`config.mk`:
```
export PLATFORM = sky130hd
export DESIGN_NAME = sar_conv_ctrl
export DESIGN_NICKNAME = d
export VERILOG_FILES = /design/src/rtl/sar_ctrl_pkg.sv /design/src/rtl/sar_bit_timer.sv /design/src/rtl/sar_approx_reg.sv /design/src/rtl/sar_result_reg.sv /design/src/rtl/sar_conv_ctrl.sv
export SDC_FILE = /design/constraint.sdc
export NUM_CORES = 1
export LEC_CHECK = 0
export BUFFER_PORTS_ARGS = -buffer_cell sky130_fd_sc_hd__clkbuf_2
export CORE_MARGIN = 1
export CORE_UTILIZATION = 45
export DETAILED_ROUTE_END_ITERATION = 10
export PLACE_DENSITY = 0.71
export SLEW_MARGIN = 5
export SYNTH_ARGS = -nofsm -noshare
export SYNTH_HDL_FRONTEND = slang
export SYNTH_SLANG_ARGS = --single-unit
```
`constraint.sdc`:
```
create_clock -name clk -period 2.45 [get_ports clk]
set_input_delay 0.245 -clock clk [delete_from_list [all_inputs] [get_ports clk]]
set_output_delay 0.245 -clock clk [all_outputs]
set_load 0.03 [all_outputs]
```
`src/rtl/sar_ctrl_pkg.sv`:
```
// Package: shared state encoding for the successive-approximation sequencer.
// Assumes: nothing beyond standard SystemVerilog.
package sar_ctrl_pkg;

    // Sequencer phases: waiting, resolving bits, latching the result.
    typedef enum logic [1:0] {
        ST_IDLE  = 2'd0,
        ST_CONV  = 2'd1,
        ST_LATCH = 2'd2
    } sar_state_t;

endpackage

```
`src/rtl/sar_bit_timer.sv`:
```
// Module: sar_bit_timer
// Counts system clocks inside one bit-period and flags its final clock.
// Assumes: CLKS_PER_BIT >= 1; clear has priority and restarts the period.
module sar_bit_timer #(
    parameter int CLKS_PER_BIT = 4
) (
    input  logic clk,
    input  logic rst_n,
    input  logic clear,
    input  logic run,
    output logic bit_end
);
    localparam int CW = (CLKS_PER_BIT > 1) ? $clog2(CLKS_PER_BIT) : 1;
    localparam logic [CW-1:0] LAST = CW'(CLKS_PER_BIT - 1);

    logic [CW-1:0] cnt;

    // Purpose: advance the in-period clock counter, wrapping at the last clock.
    always_ff @(posedge clk) begin
        if (!rst_n || clear) begin
            cnt <= '0;
        end else if (run) begin
            cnt <= (cnt == LAST) ? '0 : cnt + 1'b1;
        end
    end

    // Purpose: mark the clock on which the comparator decision is taken.
    always_comb begin
        bit_end = run && (cnt == LAST);
    end

endmodule

```
`src/rtl/sar_approx_reg.sv`:
```
// Module: sar_approx_reg
// Holds the trial code and a one-hot pointer to the bit under trial.
// Assumes: WIDTH >= 2; load seeds midscale; step applies one comparator decision.
module sar_approx_reg #(
    parameter int WIDTH = 8
) (
    input  logic             clk,
    input  logic             rst_n,
    input  logic             load,
    input  logic             step,
    input  logic             cmp_hi,
    output logic [WIDTH-1:0] code,
    output logic             last_bit
);
    localparam logic [WIDTH-1:0] SEED = {1'b1, {(WIDTH-1){1'b0}}};

    logic [WIDTH-1:0] probe;

    // Purpose: seed the trial, then keep or drop the probed bit and move down.
    always_ff @(posedge clk) begin
        if (!rst_n) begin
            code  <= '0;
            probe <= '0;
        end else if (load) begin
            code  <= SEED;
            probe <= SEED;
        end else if (step) begin
            code  <= (cmp_hi ? code : (code & ~probe)) | (probe >> 1);
            probe <= probe >> 1;
        end
    end

    // Purpose: report that the least significant bit is the one under trial.
    always_comb begin
        last_bit = probe[0];
    end

endmodule

```
`src/rtl/sar_result_reg.sv`:
```
// Module: sar_result_reg
// Latches a finished code for the host and pulses done for one clock.
// Assumes: capture is a single-cycle strobe.
module sar_result_reg #(
    parameter int WIDTH = 8
) (
    input  logic             clk,
    input  logic             rst_n,
    input  logic             capture,
    input  logic [WIDTH-1:0] code,
    output logic [WIDTH-1:0] result,
    output logic             done
);

    // Purpose: keep the previous result until a capture replaces it.
    always_ff @(posedge clk) begin
        if (!rst_n) begin
            result <= '0;
        end else if (capture) begin
            result <= code;
        end
    end

    // Purpose: one-clock completion pulse aligned with the result update.
    always_ff @(posedge clk) begin
        if (!rst_n) begin
            done <= 1'b0;
        end else begin
            done <= capture;
        end
    end

endmodule

```
`src/rtl/sar_conv_ctrl.sv`:
```
// Module: sar_conv_ctrl (top)
// Sequences an MSB-first successive-approximation conversion with a fixed
// length of WIDTH bit-periods plus one latch cycle; busy doubles as hold.
// Assumes: cmp_hi is valid by the last clock of each bit-period.
module sar_conv_ctrl #(
    parameter int WIDTH        = 8,
    parameter int CLKS_PER_BIT = 4
) (
    input  logic             clk,
    input  logic             rst_n,
    input  logic             start,
    input  logic             cmp_hi,
    output logic [WIDTH-1:0] trial_code,
    output logic             busy,
    output logic             done,
    output logic [WIDTH-1:0] result
);
    import sar_ctrl_pkg::*;

    sar_state_t state;
    logic       accept;
    logic       bit_end;
    logic       last_bit;
    logic       in_conv;

    // Purpose: decode request acceptance and the resolving phase.
    always_comb begin
        accept  = (state == ST_IDLE) && start;
        in_conv = (state == ST_CONV);
        busy    = (state != ST_IDLE);
    end

    // Purpose: phase sequencing; requests outside idle are dropped.
    always_ff @(posedge clk) begin
        if (!rst_n) begin
            state <= ST_IDLE;
        end else begin
            case (state)
                ST_IDLE:  if (start) state <= ST_CONV;
                ST_CONV:  if (bit_end && last_bit) state <= ST_LATCH;
                ST_LATCH: state <= ST_IDLE;
                default:  state <= ST_IDLE;
            endcase
        end
    end

    sar_bit_timer #(.CLKS_PER_BIT(CLKS_PER_BIT)) u_timer (
        .clk     (clk),
        .rst_n   (rst_n),
        .clear   (accept),
        .run     (in_conv),
        .bit_end (bit_end)
    );

    sar_approx_reg #(.WIDTH(WIDTH)) u_approx (
        .clk      (clk),
        .rst_n    (rst_n),
        .load     (accept),
        .step     (bit_end),
        .cmp_hi   (cmp_hi),
        .code     (trial_code),
        .last_bit (last_bit)
    );

    sar_result_reg #(.WIDTH(WIDTH)) u_result (
        .clk     (clk),
        .rst_n   (rst_n),
        .capture (state == ST_LATCH),
        .code    (trial_code),
        .result  (result),
        .done    (done)
    );

endmodule

```
# ---- Word-level counts from Yosys, hierarchy flattened
# Index checks and enable logic that the tools add are counted.
dict set report classes {
  reduce_logical 10
  n_addsub 1
  n_bitwise 4
  order_cmp 0
  muxes 9
  n_div 0
  mul 0
  n_eq_ne 5
  shifts 0
}
# op n
set op_table {}
lappend op_table {{two-way mux 8 bit} 5}
lappend op_table {{bitwise AND 8 bit} 1}
lappend op_table {{inverter 8 bit} 1}
lappend op_table {{bitwise OR 8 x 7 -> 8 bit} 1}
lappend op_table {{two-way mux 2 bit} 3}
lappend op_table {{== test 2 bit, second input constant} 2}
lappend op_table {{!= test 2 bit, second input constant} 2}
lappend op_table {{one-hot mux 2 bit (2 select lines)} 1}
lappend op_table {{nonzero test 2 bit} 2}
lappend op_table {{logical AND 1 bit} 3}
lappend op_table {{adder 2 x 1 -> 2 bit, second input constant} 1}
lappend op_table {{== test 2 x 1 -> 1 bit, second input constant} 1}
lappend op_table {{zero test 2 bit} 1}
lappend op_table {{AND reduction 2 bit} 1}
lappend op_table {{OR reduction 2 bit} 1}
lappend op_table {{zero test 1 bit} 1}
lappend op_table {{logical OR 1 bit} 1}
lappend op_table {{inverter 1 bit} 1}
dict set report word_totals {
  reg_bits 29
  mem_bits_ro 0
  wordCells 37
  out_inout_bits 18
  in_bits 4
  memories 0
  latchBits 0
  mem_bits_rw 0
}

# ---- Longest topological paths before layout
dict set report logic_depth {
  ltp_word 6
  mapped_depth 5
  ltp_nobuf 4
}

# ---- Hierarchy
# Synthesis repeated with hierarchy kept, for this count alone.
dict set report hier_totals {
  cells_unflattened 112
  hier_area_um2 1192.4
}
# mod area_each_um2 cells_per_inst seq_area_each_um2 n_inst
set modules_own_cells {}
lappend modules_own_cells {sar_approx_reg 651.9 62 320.3 1}
lappend modules_own_cells {sar_result_reg 329.1 27 180.2 1}
lappend modules_own_cells {sar_conv_ctrl 108.9 13 40.0 1}
lappend modules_own_cells {sar_bit_timer 102.6 10 40.0 1}

# ---- Least setup slack after synthesis
# OpenSTA, ideal clock, no wires.
dict set report synth_path {
  kind {flip-flop to flip-flop}
  startpoint {register state[0]}
  endpoint {register u_approx.code[4]}
  t_arrival_ns 1.051
  setup_time_ns 0.120
  path_stages_with_launch 6
  setup_slack_ns 1.279
  synth_period_minus_slack_ns 1.171
  required_time_ns 2.330
  n_path_buf 2
  cell_sequence {dfxtp_1 -> buf_6 -> or3b_4 -> nand2_4 -> buf_8 -> a21oi_1}
}
dict set report synth_between {
  elab_chain_len 3
  word_cells_on_any_way 5
  classes_between {eq/ne: 1; reduce/logical: 4}
}
# item line_no
set synth_rtl {}
lappend synth_rtl {{start, declared} sar_conv_ctrl.sv:20} ;# sar_state_t state;
lappend synth_rtl {{start signal, assigned} sar_conv_ctrl.sv:36} ;# state <= ST_IDLE;
lappend synth_rtl {{start signal, assigned} sar_conv_ctrl.sv:39} ;# ST_IDLE: if (start) state <= ST_CONV;
lappend synth_rtl {{start signal, assigned} sar_conv_ctrl.sv:40} ;# ST_CONV: if (bit_end && last_bit) state <= ST_LATCH;
lappend synth_rtl {{zero test 2 bit} sar_conv_ctrl.sv:28} ;# accept = (state == ST_IDLE) && start;
lappend synth_rtl {{logical AND 1 bit} sar_conv_ctrl.sv:28}
lappend synth_rtl {{OR reduction 2 bit (no line)} n/a}
lappend synth_rtl {{end signal, assigned} sar_approx_reg.sv:28} ;# code <= (cmp_hi ? code : (code & ~probe)) | (probe >> 1);
lappend synth_rtl {{end, declared} sar_approx_reg.sv:12} ;# output logic [WIDTH-1:0] code,
# Several ways; a longest one is shown, not always the timed one.
# A chain may end at the register's enable or synchronous reset.

# ---- Worst setup path after layout
dict set report layout_path {
  startpoint {register state[0]}
  endpoint {output port busy}
}
dict set report layout_between {
  elab_chain_len 1
}
# item line_no
set layout_rtl {}
lappend layout_rtl {{nonzero test 2 bit} sar_conv_ctrl.sv:30} ;# busy = (state != ST_IDLE);
lappend layout_rtl {{end, declared} sar_conv_ctrl.sv:14} ;# output logic busy,
# Every way passes these cells.

==> parameters.txt <==
Parameter                              Value

Clocking
  Clock slew at the register clock pins of the worst setup and hold paths ... 0.09 ns
  Number of setup buffers added after CTS ... 0
  TritonCTS Buffers ... 5
  TritonCTS clock tree ... done
  Cell at the root of the clock tree ... sky130_fd_sc_hd__clkbuf_4
  Clock latency of the later-clocked register in the worst-skew pair ... 0.32 ns
  Count of H-tree levels built during CTS ... 2
  Count of hold-fix buffers inserted at cts ... 0
  Clk buf depth ... 2
  Number of cells upsized or downsized after cts ... 0
  Sink count of the clock tree ... 29

Yosys
  Synth area leaders ... sky130_fd_sc_hd__dfxtp_1 (53%), sky130_fd_sc_hd__nand2_1 (11%), sky130_fd_sc_hd__a21oi_1 (6.8%), sky130_fd_sc_hd__a21boi_0 (6.1%), sky130_fd_sc_hd__o21ai_0 (4.5%)
  Most frequently used cell type in the post-synthesis netlist ... sky130_fd_sc_hd__nand2_1
  Proportion of synthesized chip area in sequential cells ... 0.527
  Yosys warnings ... 0
  Primary flip-flop cell chosen by synthesis mapping ... sky130_fd_sc_hd__dfxtp_1
  Number of enable-type register cells in the synthesized netlist ... 0
  Area share of the leading cell type in the synthesized netlist ... 0.527
  Area fraction in and, or, nand and nor cells after synthesis ... 0.211
  Synth Area per Inst ... 8.75 sq um
  Cell types with the highest counts after synthesis ... sky130_fd_sc_hd__nand2_1 (31), sky130_fd_sc_hd__dfxtp_1 (29), sky130_fd_sc_hd__a21oi_1 (15), sky130_fd_sc_hd__o21ai_0 (10), sky130_fd_sc_hd__a21boi_0 (9)
  Share of the synthesized area in compound gates (AO/OA/AOI/OAI) ... 0.175
  Synth Area in Adders ... 0.0114
  Synthesized flop and latch total ... 29
  Gate Count Post-Synth ... 126
  Total nets after synthesis ... 131
  Post-synthesis share of cell area spent on xor and xnor gates ... 0
  Largest area contributor in the netlist ... sky130_fd_sc_hd__dfxtp_1
  Async SR Flop Fraction ... 0
  Mux share of post-synthesis cell area ... 0.00908
  Cell variety after synth ... 26
  Dominant combinational cell family by area after synthesis ... simple AND/OR/NAND/NOR gates
  Combined area of all synthesized cells ... 1100 sq um

Cells and area
  Proportion of layout cells with a drive suffix above 1 ... 0.215
  Number of fillers in the final layout ... 217
  Final design area excluding fillers ... 1270 sq um
  Layout-stage area growth over the synthesis result ... 15.1%
  Area of the multi-input gates ... 448 sq um
  Storage cell area ... 581 sq um
  Final Net Count ... 153
  Antenna Diode Count ... 0

Floorplanning
  Starting density of the core ... 0.489
  Area of the die ... 2650 sq um
  Die extent in y ... 51.5 um
  Horizontal die dimension ... 51.5 um
  Area of the core region ... 2250 sq um
  Top-level I/O count ... 22
  Number of rows in the core area ... 17

Worst setup path
  Crit path max-delay cell type ... sky130_fd_sc_hd__dfxtp_1
  Startpoint kind of the worst setup timing path ... flop
  Minimum setup slack among reg-to-reg paths ... 1.07 ns
  Arrival @ worst endpoint ... 1.20 ns
  Required time of the worst setup path ... 2.20 ns
  Crit path largest cell delay ... 0.40 ns
  CP Max Fanout ... 10
  Number of buffer and inverter stages on the critical path ... 1
  Cell-by-cell listing of the critical path ... or2_2, clkbuf_2
  Crit end category ... output pin
  Crit Path Category ... reg -> out
  Cell family with most CP delay ... flip-flops

STA
  Setup-failing EPs final ... 0
  Transition time at the pin with the least slew margin ... 0.533 ns
  Relative slew margins ... 0.644
  Top achievable clock speed ... 0.692 GHz
  Final slew viol count ... 0
  Sum Neg Setup Slack ... 0 ns
  Crit path time final ... 1.44 ns
  Final Hold Violating Endpoints ... 0
  Final Skew ... 0.00710 ns
  Share of the clock period used by the worst path after layout ... 0.590
  RSZ-0062 raised after global routing ... no

Place
  Hpwl dp ... 1.36 mm
  Number of port buffers ... 21
  Placer's final routability congestion estimate ... 0.711
  Placed cell areas ... 1200 sq um

Detailed routing
  Post-DRT Antenna Nets ... 0
  1st-iter DRT viols ... 10
  Via count of the routed design ... 859
  DRC violations left ... 0
  Drt first pass iters ... 4
  Via count normalized by instance count ... 4.85
  Average wire length per cell after detail routing ... 11.0 um
  Total Wirelength ... 1.95 mm

GRT
  Initial antenna violation count ... 0
  Pin count of the biggest net entering global routing ... 17
  Global-route wire length before repair ... 3.48 mm
  Via count of the first global-routing pass ... 785
  Total overflow reported by the global router ... 0
  Total global-route track usage ... 0.185

Status
  Outcome ... finished, final reports clean

Job
  Max-cap viol count ... 0

Power and ir drop
  Ratio of total power to cell area ... 665 nW/um^2
  Pleak ... 0.489 nW
  Worst vdd rail ir drop ... 0.388 mV

Hold path
  Classification of the worst-slack hold path ... in -> reg
logic make-up (layout without fill, tap and decap cells):
| family | after synthesis | count (layout) |
|---|---|---|
| AND/OR/NAND/NOR | 47 | 47 |
| adder cells (fa/ha/maj) | 1 | 1 |
| buffers and inverters | 14 | 37 |
| multiplexers | 1 | 1 |
| AO/OA/AOI/OAI | 34 | 34 |
| flip-flops | 29 | 29 |
final timing paths:
path         depth (start not counted)                         endpoint                            start
max                                  2                             busy            state[0]$_SDFFE_PN0P_
min reg2reg                          2  u_result.result[6]$_SDFFE_PN0P_  u_result.result[6]$_SDFFE_PN0P_
max reg2reg                          4    u_approx.code[1]$_SDFFE_PP0P_      u_timer.cnt[0]$_SDFFE_PP0N_
min                                  3            state[0]$_SDFFE_PN0P_                            start
sequential cells by signal, summed over array words and instances (netlist names):
register / cells
u_approx.probe: 8
u_result.result: 8
state: 2
u_timer.cnt: 2
u_result.done: 1
u_approx.code: 8
cells in the final DEF, fill, tap and decap left out, drive strengths merged:
master / n
a21boi: 9
a21oi: 15
and2: 2
and3: 1
and3b: 1
clkbuf: 28
clkinv: 1
dfxtp: 29
ha: 1
inv: 8
mux2i: 1
nand2: 32
nand2b: 2
nand3: 1
nand3b: 1
nand4bb: 1
nor2: 1
nor2b: 1
nor3b: 1
o21ai: 10
or2: 1
or3: 1
or3b: 1
per-layer routing:
metal / wire, um / global-route usage
met4: 65 / 0.144
met1: 1010 / 0.217
met2: 789 / 0.277
met5: 0 / 0
met3: 83 / 0.0614
cell type report:
type | count | area share
sequential | 29 | 0.458
clock buffer | 7 | 0.0513
tap | 28 | 0.0276
multi-input combinational | 83 | 0.353
timing repair buffer | 21 | 0.0828
clock inverter | 1 | 0.00394
inverter | 8 | 0.0237
where the power goes:
part           internal (mW)  switching, mW
Clock                  0.166          0.163
Combinational         0.0136         0.0202
Sequential             0.476        0.00489
tightest hold or removal path, stage by stage:
cell and delay (ns):
sky130_fd_sc_hd__clkbuf_2 0.09, sky130_fd_sc_hd__o21ai_0 0.14, sky130_fd_sc_hd__nor3b_1 0.05
stage by stage:
stage	setup WS [ns]	std cells	hold WS [ns]	util	power, mW
floorplan	1.28	126	0.398	-	0.522
global placement	1.12	169	0.450	0.532	0.525
detailed placement	1.08	169	0.459	0.532	0.526
CTS	0.987	177	0.223	0.563	0.853
global route	0.908	177	0.262	0.563	0.881
finish	1.01	177	0.238	0.563	0.844
(Power assumes the default switching activity.)
